## src/rtl/dist_pkg.sv

```systemverilog
`timescale 1ns/1ps
package dist_pkg;
  localparam int ADDR_W = 10;
  localparam int IDX_W  = 8;
  localparam int CPUID_W = 3;

  typedef enum logic [3:0] {
    SEL_NONE, SEL_CTRL, SEL_TYPE, SEL_ENSET, SEL_ENCLR,
    SEL_PEND, SEL_PRIO, SEL_TGT, SEL_CFG
  } selE;

  typedef struct packed {
    logic             wrCtrl;
    logic             wrEnSet;
    logic             wrEnClr;
    logic             wrPendClr;
    logic             wrPrio;
    logic             wrTgt;
    logic             wrCfg;
    selE              rdSel;
    logic [IDX_W-1:0] idx;
  } strobeT;
endpackage

```

## src/rtl/dist_decode.sv

```systemverilog
`timescale 1ns/1ps
module dist_decode import dist_pkg::*; #(
  parameter int NUM_SRC = 64,
  parameter int NUM_CPU = 2
) (
  input  logic               busWr,
  input  logic [ADDR_W-1:0]  busAddr,
  input  logic [CPUID_W-1:0] busCpu,
  output strobeT             stb
);
  localparam int ENW = NUM_SRC / 32;
  localparam int PRW = NUM_SRC / 4;
  localparam int CFW = NUM_SRC / 16;

  selE              sel;
  logic [IDX_W-1:0] idx;
  logic             cpuOk;
  logic             wrGo;

  always_comb begin
    cpuOk = int'(busCpu) < NUM_CPU;
    sel   = SEL_NONE;
    idx   = busAddr[7:0];
    unique case (busAddr[9:8])
      2'd0: begin
        idx = {3'b000, busAddr[4:0]};
        case (busAddr[7:5])
          3'd0: begin
            if (busAddr[4:0] == 5'd0)      sel = SEL_CTRL;
            else if (busAddr[4:0] == 5'd1) sel = SEL_TYPE;
          end
          3'd2: if (int'(busAddr[4:0]) < ENW) sel = SEL_ENSET;
          3'd3: if (int'(busAddr[4:0]) < ENW) sel = SEL_ENCLR;
          3'd4: if (int'(busAddr[4:0]) < ENW) sel = SEL_PEND;
          default: sel = SEL_NONE;
        endcase
      end
      2'd1: if (int'(busAddr[7:0]) < PRW) sel = SEL_PRIO;
      2'd2: if (int'(busAddr[7:0]) < PRW) sel = SEL_TGT;
      2'd3: if (int'(busAddr[7:0]) < CFW) sel = SEL_CFG;
    endcase
    if (!cpuOk) sel = SEL_NONE;

    wrGo          = busWr && (sel != SEL_NONE);
    stb.rdSel     = sel;
    stb.idx       = idx;
    stb.wrCtrl    = wrGo && (sel == SEL_CTRL);
    stb.wrEnSet   = wrGo && (sel == SEL_ENSET);
    stb.wrEnClr   = wrGo && (sel == SEL_ENCLR);
    stb.wrPendClr = wrGo && (sel == SEL_PEND);
    stb.wrPrio    = wrGo && (sel == SEL_PRIO);
    stb.wrTgt     = wrGo && (sel == SEL_TGT);
    stb.wrCfg     = wrGo && (sel == SEL_CFG);
  end
endmodule

```

## src/rtl/dist_store.sv

```systemverilog
`timescale 1ns/1ps
module dist_store import dist_pkg::*; #(
  parameter int NUM_SRC = 64,
  parameter int NUM_CPU = 2,
  localparam int CPU_W  = (NUM_CPU > 1) ? $clog2(NUM_CPU) : 1,
  localparam int NSHR   = NUM_SRC - 32
) (
  input  logic                       clk,
  input  logic                       rstN,
  input  strobeT                     stb,
  input  logic [CPU_W-1:0]           cpuSel,
  input  logic [31:0]                wdata,
  input  logic [NUM_CPU*32-1:0]      privIn,
  input  logic [NSHR-1:0]            shrIn,
  output logic [31:0]                rdata,
  output logic [NUM_CPU*NUM_SRC-1:0] irqVec,
  output logic [NUM_SRC*8-1:0]       srcPrio
);
  localparam int ENW = NUM_SRC / 32;
  localparam int PRW = NUM_SRC / 4;
  localparam int CFW = NUM_SRC / 16;

  logic                             ctrlEnQ;
  logic [NUM_CPU-1:0][31:0]         enPrivQ, privInQ, privPendQ, privPendEff, privClr;
  logic [NSHR-1:0]                  enShrQ, shrInQ, shrPendQ, shrPendEff, shrClr;
  logic [NUM_SRC*8-1:0]             prioQ;
  logic [NSHR-1:0][NUM_CPU-1:0]     tgtQ;
  logic [NUM_SRC-1:16]              cfgEdgeQ;
  logic [NUM_SRC-1:0]               edgeAll;

  assign edgeAll = {cfgEdgeQ, 16'b0};
  assign srcPrio = prioQ;

  // Effective pending: edge sources use the latch, level sources the registered line
  always_comb begin
    for (int c = 0; c < NUM_CPU; c++)
      privPendEff[c] = (edgeAll[31:0] & privPendQ[c]) | (~edgeAll[31:0] & privInQ[c]);
    shrPendEff = (edgeAll[NUM_SRC-1:32] & shrPendQ) | (~edgeAll[NUM_SRC-1:32] & shrInQ);
  end

  // Pending-clear masks from the write window
  always_comb begin
    privClr = '0;
    shrClr  = '0;
    if (stb.wrPendClr) begin
      if (stb.idx == '0) privClr[cpuSel] = wdata;
      for (int w = 1; w < ENW; w++)
        if (stb.idx == IDX_W'(w)) shrClr[(w-1)*32 +: 32] = wdata;
    end
  end

  // Line capture and edge latches
  always_ff @(posedge clk or negedge rstN) begin
    if (!rstN) begin
      privInQ   <= '0;
      privPendQ <= '0;
      shrInQ    <= '0;
      shrPendQ  <= '0;
    end else begin
      for (int c = 0; c < NUM_CPU; c++) begin
        privInQ[c]   <= privIn[c*32 +: 32];
        privPendQ[c] <= edgeAll[31:0] &
                        ((privPendQ[c] & ~privClr[c]) | (privIn[c*32 +: 32] & ~privInQ[c]));
      end
      shrInQ   <= shrIn;
      shrPendQ <= edgeAll[NUM_SRC-1:32] & ((shrPendQ & ~shrClr) | (shrIn & ~shrInQ));
    end
  end

  // Configuration registers
  always_ff @(posedge clk or negedge rstN) begin
    if (!rstN) begin
      ctrlEnQ  <= 1'b0;
      enPrivQ  <= '0;
      enShrQ   <= '0;
      prioQ    <= '0;
      tgtQ     <= '0;
      cfgEdgeQ <= '0;
    end else begin
      if (stb.wrCtrl) ctrlEnQ <= wdata[0];
      if (stb.wrEnSet || stb.wrEnClr) begin
        if (stb.idx == '0)
          enPrivQ[cpuSel] <= stb.wrEnSet ? (enPrivQ[cpuSel] | wdata) : (enPrivQ[cpuSel] & ~wdata);
        for (int w = 1; w < ENW; w++)
          if (stb.idx == IDX_W'(w))
            enShrQ[(w-1)*32 +: 32] <= stb.wrEnSet ? (enShrQ[(w-1)*32 +: 32] | wdata)
                                                  : (enShrQ[(w-1)*32 +: 32] & ~wdata);
      end
      for (int w = 0; w < PRW; w++)
        if (stb.wrPrio && stb.idx == IDX_W'(w)) prioQ[w*32 +: 32] <= wdata;
      for (int w = 8; w < PRW; w++)
        if (stb.wrTgt && stb.idx == IDX_W'(w))
          for (int b = 0; b < 4; b++) tgtQ[(w-8)*4+b] <= wdata[8*b +: NUM_CPU];
      for (int w = 1; w < CFW; w++)
        if (stb.wrCfg && stb.idx == IDX_W'(w))
          for (int j = 0; j < 16; j++) cfgEdgeQ[16*w+j] <= wdata[2*j+1];
    end
  end

  // Read mux
  always_comb begin
    rdata = '0;
    case (stb.rdSel)
      SEL_CTRL: rdata[0] = ctrlEnQ;
      SEL_TYPE: rdata[4:0] = 5'(ENW - 1);
      SEL_ENSET, SEL_ENCLR: begin
        if (stb.idx == '0) rdata = enPrivQ[cpuSel];
        for (int w = 1; w < ENW; w++)
          if (stb.idx == IDX_W'(w)) rdata = enShrQ[(w-1)*32 +: 32];
      end
      SEL_PEND: begin
        if (stb.idx == '0) rdata = privPendEff[cpuSel];
        for (int w = 1; w < ENW; w++)
          if (stb.idx == IDX_W'(w)) rdata = shrPendEff[(w-1)*32 +: 32];
      end
      SEL_PRIO: begin
        for (int w = 0; w < PRW; w++)
          if (stb.idx == IDX_W'(w)) rdata = prioQ[w*32 +: 32];
      end
      SEL_TGT: begin
        if (int'(stb.idx) < 8)
          for (int b = 0; b < 4; b++) rdata[8*b +: 8] = 8'(1) << cpuSel;
        for (int w = 8; w < PRW; w++)
          if (stb.idx == IDX_W'(w))
            for (int b = 0; b < 4; b++) rdata[8*b +: 8] = 8'(tgtQ[(w-8)*4+b]);
      end
      SEL_CFG: begin
        for (int w = 0; w < CFW; w++)
          if (stb.idx == IDX_W'(w))
            for (int j = 0; j < 16; j++) rdata[2*j+1] = edgeAll[16*w+j];
      end
      default: rdata = '0;
    endcase
  end

  // Request vector per CPU
  for (genvar c = 0; c < NUM_CPU; c++) begin : gCpu
    for (genvar i = 0; i < 32; i++) begin : gPriv
      assign irqVec[c*NUM_SRC+i] = ctrlEnQ & enPrivQ[c][i] & privPendEff[c][i];
    end
    for (genvar k = 0; k < NSHR; k++) begin : gShr
      assign irqVec[c*NUM_SRC+32+k] = ctrlEnQ & enShrQ[k] & shrPendEff[k] & tgtQ[k][c];
    end
  end
endmodule

```

## src/rtl/dist_regbank.sv

```systemverilog
`timescale 1ns/1ps
module dist_regbank import dist_pkg::*; #(
  parameter int NUM_SRC = 64,
  parameter int NUM_CPU = 2
) (
  input  logic                       clk,
  input  logic                       rstN,
  input  logic                       busWr,
  input  logic [9:0]                 busAddr,
  input  logic [2:0]                 busCpu,
  input  logic [31:0]                busWdata,
  output logic [31:0]                busRdata,
  input  logic [NUM_CPU*32-1:0]      privIn,
  input  logic [NUM_SRC-33:0]        shrIn,
  output logic [NUM_CPU*NUM_SRC-1:0] irqVec,
  output logic [NUM_SRC*8-1:0]       srcPrio
);
  localparam int CPU_W = (NUM_CPU > 1) ? $clog2(NUM_CPU) : 1;

  strobeT stb;

  dist_decode #(.NUM_SRC(NUM_SRC), .NUM_CPU(NUM_CPU)) uDecode (
    .busWr   (busWr),
    .busAddr (busAddr),
    .busCpu  (busCpu),
    .stb     (stb)
  );

  dist_store #(.NUM_SRC(NUM_SRC), .NUM_CPU(NUM_CPU)) uStore (
    .clk     (clk),
    .rstN    (rstN),
    .stb     (stb),
    .cpuSel  (busCpu[CPU_W-1:0]),
    .wdata   (busWdata),
    .privIn  (privIn),
    .shrIn   (shrIn),
    .rdata   (busRdata),
    .irqVec  (irqVec),
    .srcPrio (srcPrio)
  );
endmodule

```

## config.mk

```make
export PLATFORM = sky130hd
export DESIGN_NAME = dist_regbank
export DESIGN_NICKNAME = d
export VERILOG_FILES = /design/src/rtl/dist_pkg.sv /design/src/rtl/dist_decode.sv /design/src/rtl/dist_store.sv /design/src/rtl/dist_regbank.sv
export SDC_FILE = /design/constraint.sdc
export NUM_CORES = 2
export LEC_CHECK = 0
export BUFFER_PORTS_ARGS = -buffer_cell sky130_fd_sc_hd__buf_2
export CAP_MARGIN = 20
export CORE_AREA = 2 2 320 322
export CTS_CLUSTER_SIZE = 8
export DETAILED_ROUTE_END_ITERATION = 8
export DIE_AREA = 0 0 322 324
export PLACE_DENSITY = 0.65
export SYNTH_ARGS = -nofsm -noshare
export SYNTH_HDL_FRONTEND = slang
export SYNTH_SLANG_ARGS = --single-unit
```

## constraint.sdc

```tcl
create_clock -name clk -period 2.2 [get_ports clk]
set_input_delay 0.11 -clock clk [delete_from_list [all_inputs] [get_ports clk]]
set_output_delay 0.11 -clock clk [all_outputs]
set_load 0.02 [all_outputs]
```

* Yosys cells after proc, flatten, opt, wreduce, memory -nomap -nowiden
Index checks and enable logic that the tools add are counted.
** Word-level totals
- Register bits after elaboration :: 913
- Bits of input ports :: 144
- Output and inout port bits :: 672
- Logic and storage cells :: 569
** Operators by class
- Order comparisons :: 7
- Eq/ne operators :: 30
- Shifts and indexed selects :: 1
- Mux-type cells :: 134
- Bitwise logic cells :: 291
- Reductions and logical operators :: 45
** Operator list (number)
- 32-bit 2-to-1 mux :: 38
- 32-bit AND :: 17
- 32-bit NOT :: 9
- 1-bit AND :: 256
- 32-bit bitwise OR :: 8
- 64-bit 2-to-1 mux :: 2
- 1-bit one-hot mux with 5 select lines :: 16
- 64-bit AND :: 1
- 64-bit bitwise mux :: 1
- 8-bit by 4-bit equality test with 1-bit output, second input constant :: 8
- 1-bit one-hot mux with 4 select lines :: 15
- 1-bit 2-to-1 mux :: 48
- 1-bit logical AND :: 36
- 32-bit demux with 1-bit select :: 1
- 8-bit by 3-bit equality test with 1-bit output, second input constant :: 4
- 4-bit one-hot mux with 4 select lines :: 2
- 4-bit by 3-bit equality test with 1-bit output, second input constant :: 4
- 8-bit by 2-bit equality test with 1-bit output, second input constant :: 2
- 3-bit 2-to-1 mux :: 4
- 4-bit 2-to-1 mux :: 3
- 4-bit by 2-bit equality test with 1-bit output, second input constant :: 2
- 8-bit by 1-bit equality test with 1-bit output, second input constant :: 1
- 8-bit zero test :: 1
- 8-bit by 3-bit < comparator with 1-bit output, second input constant :: 1
- other kinds (24) :: 28

* Depth between registers and ports, before layout
- Depth in word-level cells :: 20
- Depth in mapped cells :: 11
- Depth with buffers taken out :: 7

* Cells and area by module
From an unflattened synthesis, not the netlist that was laid out.
** Unflattened totals
- Cell total of the unflattened synthesis :: 3737
- Area, all modules :: 42887.4 um^2
** Modules (own cells, without submodules)
- dist_store :: instances 1, cells an instance 3690, area an instance 42559.6 um^2
- dist_decode :: instances 1, cells an instance 47, area an instance 327.8 um^2

* Least setup slack after synthesis
Ideal clock, no wire load.
- Kind :: input -> output
- From :: in busAddr[6]
- To :: out busRdata[23]
- Arrival time :: 2.339 ns
- Data required time :: 2.090 ns
- Slack :: -0.249 ns
- Cell stages on the path :: 8
- Path buffers :: 3
- Path through :: buf_4 o32a_1 buf_2 nor4_2 clkbuf_1 a22oi_1 and3_1 o21ai_0
** Between the ends
- Longest elaborated chain between the ends :: 19
** RTL lines
- start: declaration :: line dist_regbank.sv:9 : input logic [9:0] busAddr,
- 8-bit 2-to-1 mux :: line dist_decode.sv:24 : unique case (busAddr[9:8])
- 8-bit zero test :: line dist_store.sv:107, dist_store.sv:112, dist_store.sv:118
- 32-bit 2-to-1 mux (16 in a row) :: line dist_store.sv:118 : if (stb.idx == IDX_W'(w)) rdata = prioQ[w*32 +: 32];
- 1-bit one-hot mux with 5 select lines (*) :: line dist_store.sv:103 : case (stb.rdSel)
- end: declaration :: line dist_regbank.sv:12 : output logic [31:0] busRdata,
Every way passes the cells marked *; elsewhere a longest branch is shown, timed or not.

* Worst setup path after layout
- From :: reg uStore.prioQ[161], in the netlist uStore.srcPrio[161]
- To :: out busRdata[1]
** Between the ends
- Longest elaborated chain between the ends :: 12
** RTL lines
- start: declaration :: line dist_store.sv:26 : logic [NUM_SRC*8-1:0] prioQ;
- start signal: indexed assignment :: line dist_store.sv:90 : if (stb.wrPrio && stb.idx == IDX_W'(w)) prioQ[w*32 +: 32] <= wdata;
- 32-bit 2-to-1 mux (11 in a row) :: line dist_store.sv:118
- 1-bit one-hot mux with 5 select lines :: line dist_store.sv:103
Every way passes these cells.

==> flow_metrics.py <==
metrics = {
    "route": {
        "route.detailed.drc": 0,
        "final_antenna_net_count": 0,
        "drt-wirelength-per-cell_microns": 32.6,
        "drtPass1Iterations": 7,
        "vias_per_cell": 6.02,
        "vias": 38200,
        "drt_iter0_markers": 4238,
        "drt_wl_total_microns": 207000,
    },
    "floorplanning": {
        "io_pins": 816,
        "core_region_area_sq_um": 101000,
        "design.die.area_sq_um": 104000,
        "die_w_microns": 322,
        "die_h_microns": 324,
        "rows": 117,
        "start_util": 0.415,
    },
    "timing": {
        "whs_ns": 0.0400,
        "rsz0062_at_grt": "yes",
        "final-setup-viol-count": 32,
        "finalWorstSetupSlack_ns": -0.876,
        "max_freq_mhz": 325,
        "fin_setup_tns_ns": -16.72,
        "min_period_ns": 3.08,
        "relSlewSlack": 0.440,
        "hold_viol_final": 0,
        "worstMarginPinSlew_ns": 0.840,
        "slew_viol_final": 0,
        "finalCritPeriodShare": 1.40,
        "skew_ns": 0.0226,
    },
    "layout": {
        "syn_to_final_growth_pct": 42.5,
        "finalInstanceArea_sq_um": 59800,
        "nNetsFinal": 5155,
        "drive_gt1_frac": 0.514,
    },
    "critical_path": {
        "critical_path.max_stage_delay_ns": 0.39,
        "reg2reg_depth": 3,
        "reg2reg_from": "uStore.ctrlEnQ",
        "regToRegEndpoint": "uStore.ctrlEnQ",
        "path_buf_inv": 1,
        "crit_required_ns": 2.09,
        "crit_arrival_ns": 2.97,
        "critPathMaxFanout": 2,
        "crit_path_end_kind": "primary output",
        "crit_chain": "mux2_4, a32oi_2, a21oi_1, a221o_1, a211oi_4, o21ai_2, a211o_1, buf_6",
        "crit_slowest_cell": "a211oi_4",
        "r2r_slack_ns": 1.00,
        "crit_type": "flop to primary output",
        "startpoint_type": "flop",
        "crit_family": "compound AO/OA/AOI/OAI gates",
    },
    "synthesis": {
        "ys.flop_type": "dfrtp_1",
        "syn_inst": 3520,
        "synth-edff-count": 0,
        "yosysMostFrequentCell": "dfrtp_1",
        "synth_top_area_frac": 0.525,
        "yosysSeqAreaShare": 0.525,
        "synth_top_cell_by_area": "dfrtp_1",
        "async_reset_ff_frac": 1.00,
        "avgSynthCellArea_sq_um": 11.9,
        "synthesis.nets": 3664,
        "ys_ff_latch": 881,
        "synth_commonest_cells": "dfrtp_1 (881), mux2_2 (672), nand2_1 (268)",
        "synth_area_leaders": "dfrtp_1 (53%), mux2_2 (18%), mux2i_1 (4.4%)",
        "yosysWarnings": 0,
        "ys_types": 71,
        "syn_area_sq_um": 42000,
    },
    "placed_design": {
        "portBuffers": 815,
        "placed_area_sq_um": 52600,
        "routabilityCongestion": 0.973,
        "dpl.hpwl_microns": 154000,
    },
    "clock_network": {
        "clk_pin_slew_ns": 0.05,
        "cts_buffers": 121,
        "clock_path_buffers": 3,
        "root_buffer": "clkbuf_16",
        "clkLatencyLatePin_ns": 0.73,
        "cts_tree": "yes",
        "clock-sinks": 881,
        "htree_num_levels": 3,
    },
    "pwr": {
        "power_density_nw_per_um2": 608,
        "leakage_nw": 31.0,
        "peakVddDrop_v": 0.000717,
    },
    "global_route": {
        "antenna_found_initial": 13,
        "grt_pass1_vias": 38300,
        "grt.total_usage": 0.385,
        "grt_pass1_wl_microns": 285000,
        "gr-total-overflow": 0,
        "grt_max_degree": 113,
    },
    "flow_run": {
        "maxCapViolCount": 0,
    },
    "hold_path": {
        "whs_endpoint": "uStore.privInQ[35]",
        "min_delay_path_depth": 2,
        "hold_start": "privIn[35]",
        "hp-class": "input port to flop",
    },
    "run_status": {
        "violations": "setup timing",
        "run_status": "complete, but fails checks",
    },
}
-- per-layer routing --
layer	vias up	track usage	wire [microns]
met5	-	0	21
met1	19700	0.494	81000
met2	2204	0.601	93600
met4	4	0.198	11800
li1	15800	-	-
met3	516	0.103	20400
-- cell type report --
| class | count | area (sq um) |
|---|---|---|
| flip-flops and latches | 881 | 22100 |
| fillers | 8406 | 41200 |
| clock buffers | 123 | 3040 |
| clock inverters | 10 | 230 |
| multi-input cells | 2274 | 19900 |
| inverters | 72 | 270 |
| well taps | 1309 | 1640 |
| diodes | 8 | 20.0 |
| repair buffers | 1661 | 12600 |
-- layout by cell type, fill, tap and decap left out, types with 33 or more instances in the layout --
master         synthesis  routed
buf_6                  1      64
buf_2                 56     747
nand4_1               43      43
and2_1                66      47
mux2_2               672     660
a22oi_1               63      53
o21ai_0              106      80
a222oi_1              33      33
nand2_1              268     245
dlygate4sd3_1          0     165
mux2i_1              186     166
buf_4                  2     570
o21a_1                65      65
buf_12                 0      99
nor2_1               118      89
and3_1                57      56
inv_1                 72      72
a21oi_1               72      60
o22ai_1               44      35
clkbuf_16              0     123
a22o_1                42      41
dfrtp_1              881     864
nor2b_1               76      75
a21boi_0              55      55
-- state kept, by name, summed over array words and instances, names as in the netlist, named ones only --
name              flops
uStore.srcPrio      512
uStore.enPrivQ       64
uStore.privInQ       64
uStore.tgtQ          64
uStore.cfgEdgeQ      48
uStore.privPendQ     32
uStore.shrInQ        32
uStore.shrPendQ      32
uStore.ctrlEnQ        1
-- stage by stage --
step / power [mW] / setup WS (ns) / utilization / cells
after floorplan: 17.4 / 0.000339 / - / 3520
after global placement: 19.0 / -0.986 / 0.521 / 5961
after detailed placement: 19.0 / -0.958 / 0.521 / 5961
after CTS: 36.4 / -0.885 / 0.584 / 6301
after global routing: 37.3 / -0.886 / 0.592 / 6336
final: 36.3 / -0.876 / 0.592 / 6338
-- worst max path at each step --
stage	start	end	slack (ns)	cells after the start
2_1_floorplan	busAddr[6]	busRdata[23]	0.0003	9
3_3_place_gp	busAddr[1]	busRdata[5]	-0.99	13
3_5_place_dp	busAddr[1]	busRdata[5]	-0.96	13
4_1_cts	uStore.srcPrio[65]	busRdata[1]	-0.89	7
5_1_grt	uStore.srcPrio[225]	busRdata[1]	-0.89	8
6_report	uStore.srcPrio[161]	busRdata[1]	-0.88	8
-- report_power, final --
part,switching (mW),internal (mW),leakage [nW],total [mW]
combinational,1.77,1.03,17.7,2.80
clock,7.24,9.89,1.59,17.1
sequential,0.0662,16.3,11.7,16.4
-- repair_timing --
action / in CTS / in global routing
cloned: 3 / 2
pin swaps: 77 / 67
hold endpoints to repair: 1151 / 0
endpoints found under the setup margin: 73 / 95
hold buffers: 165 / 0
buffers inserted: 46 / 30
resized for setup: 280 / 136
-- cell families after synthesis --
logic type | share of synthesized area
and+or+nand+nor | 0.0878
muxes | 0.244
buffers and inverters | 0.0347
AOI/OAI and AO/OA | 0.108
xor gates and xnor gates | 0.000417
DFF | 0.525
No activity file was read; power rests on OpenSTA's default activity.
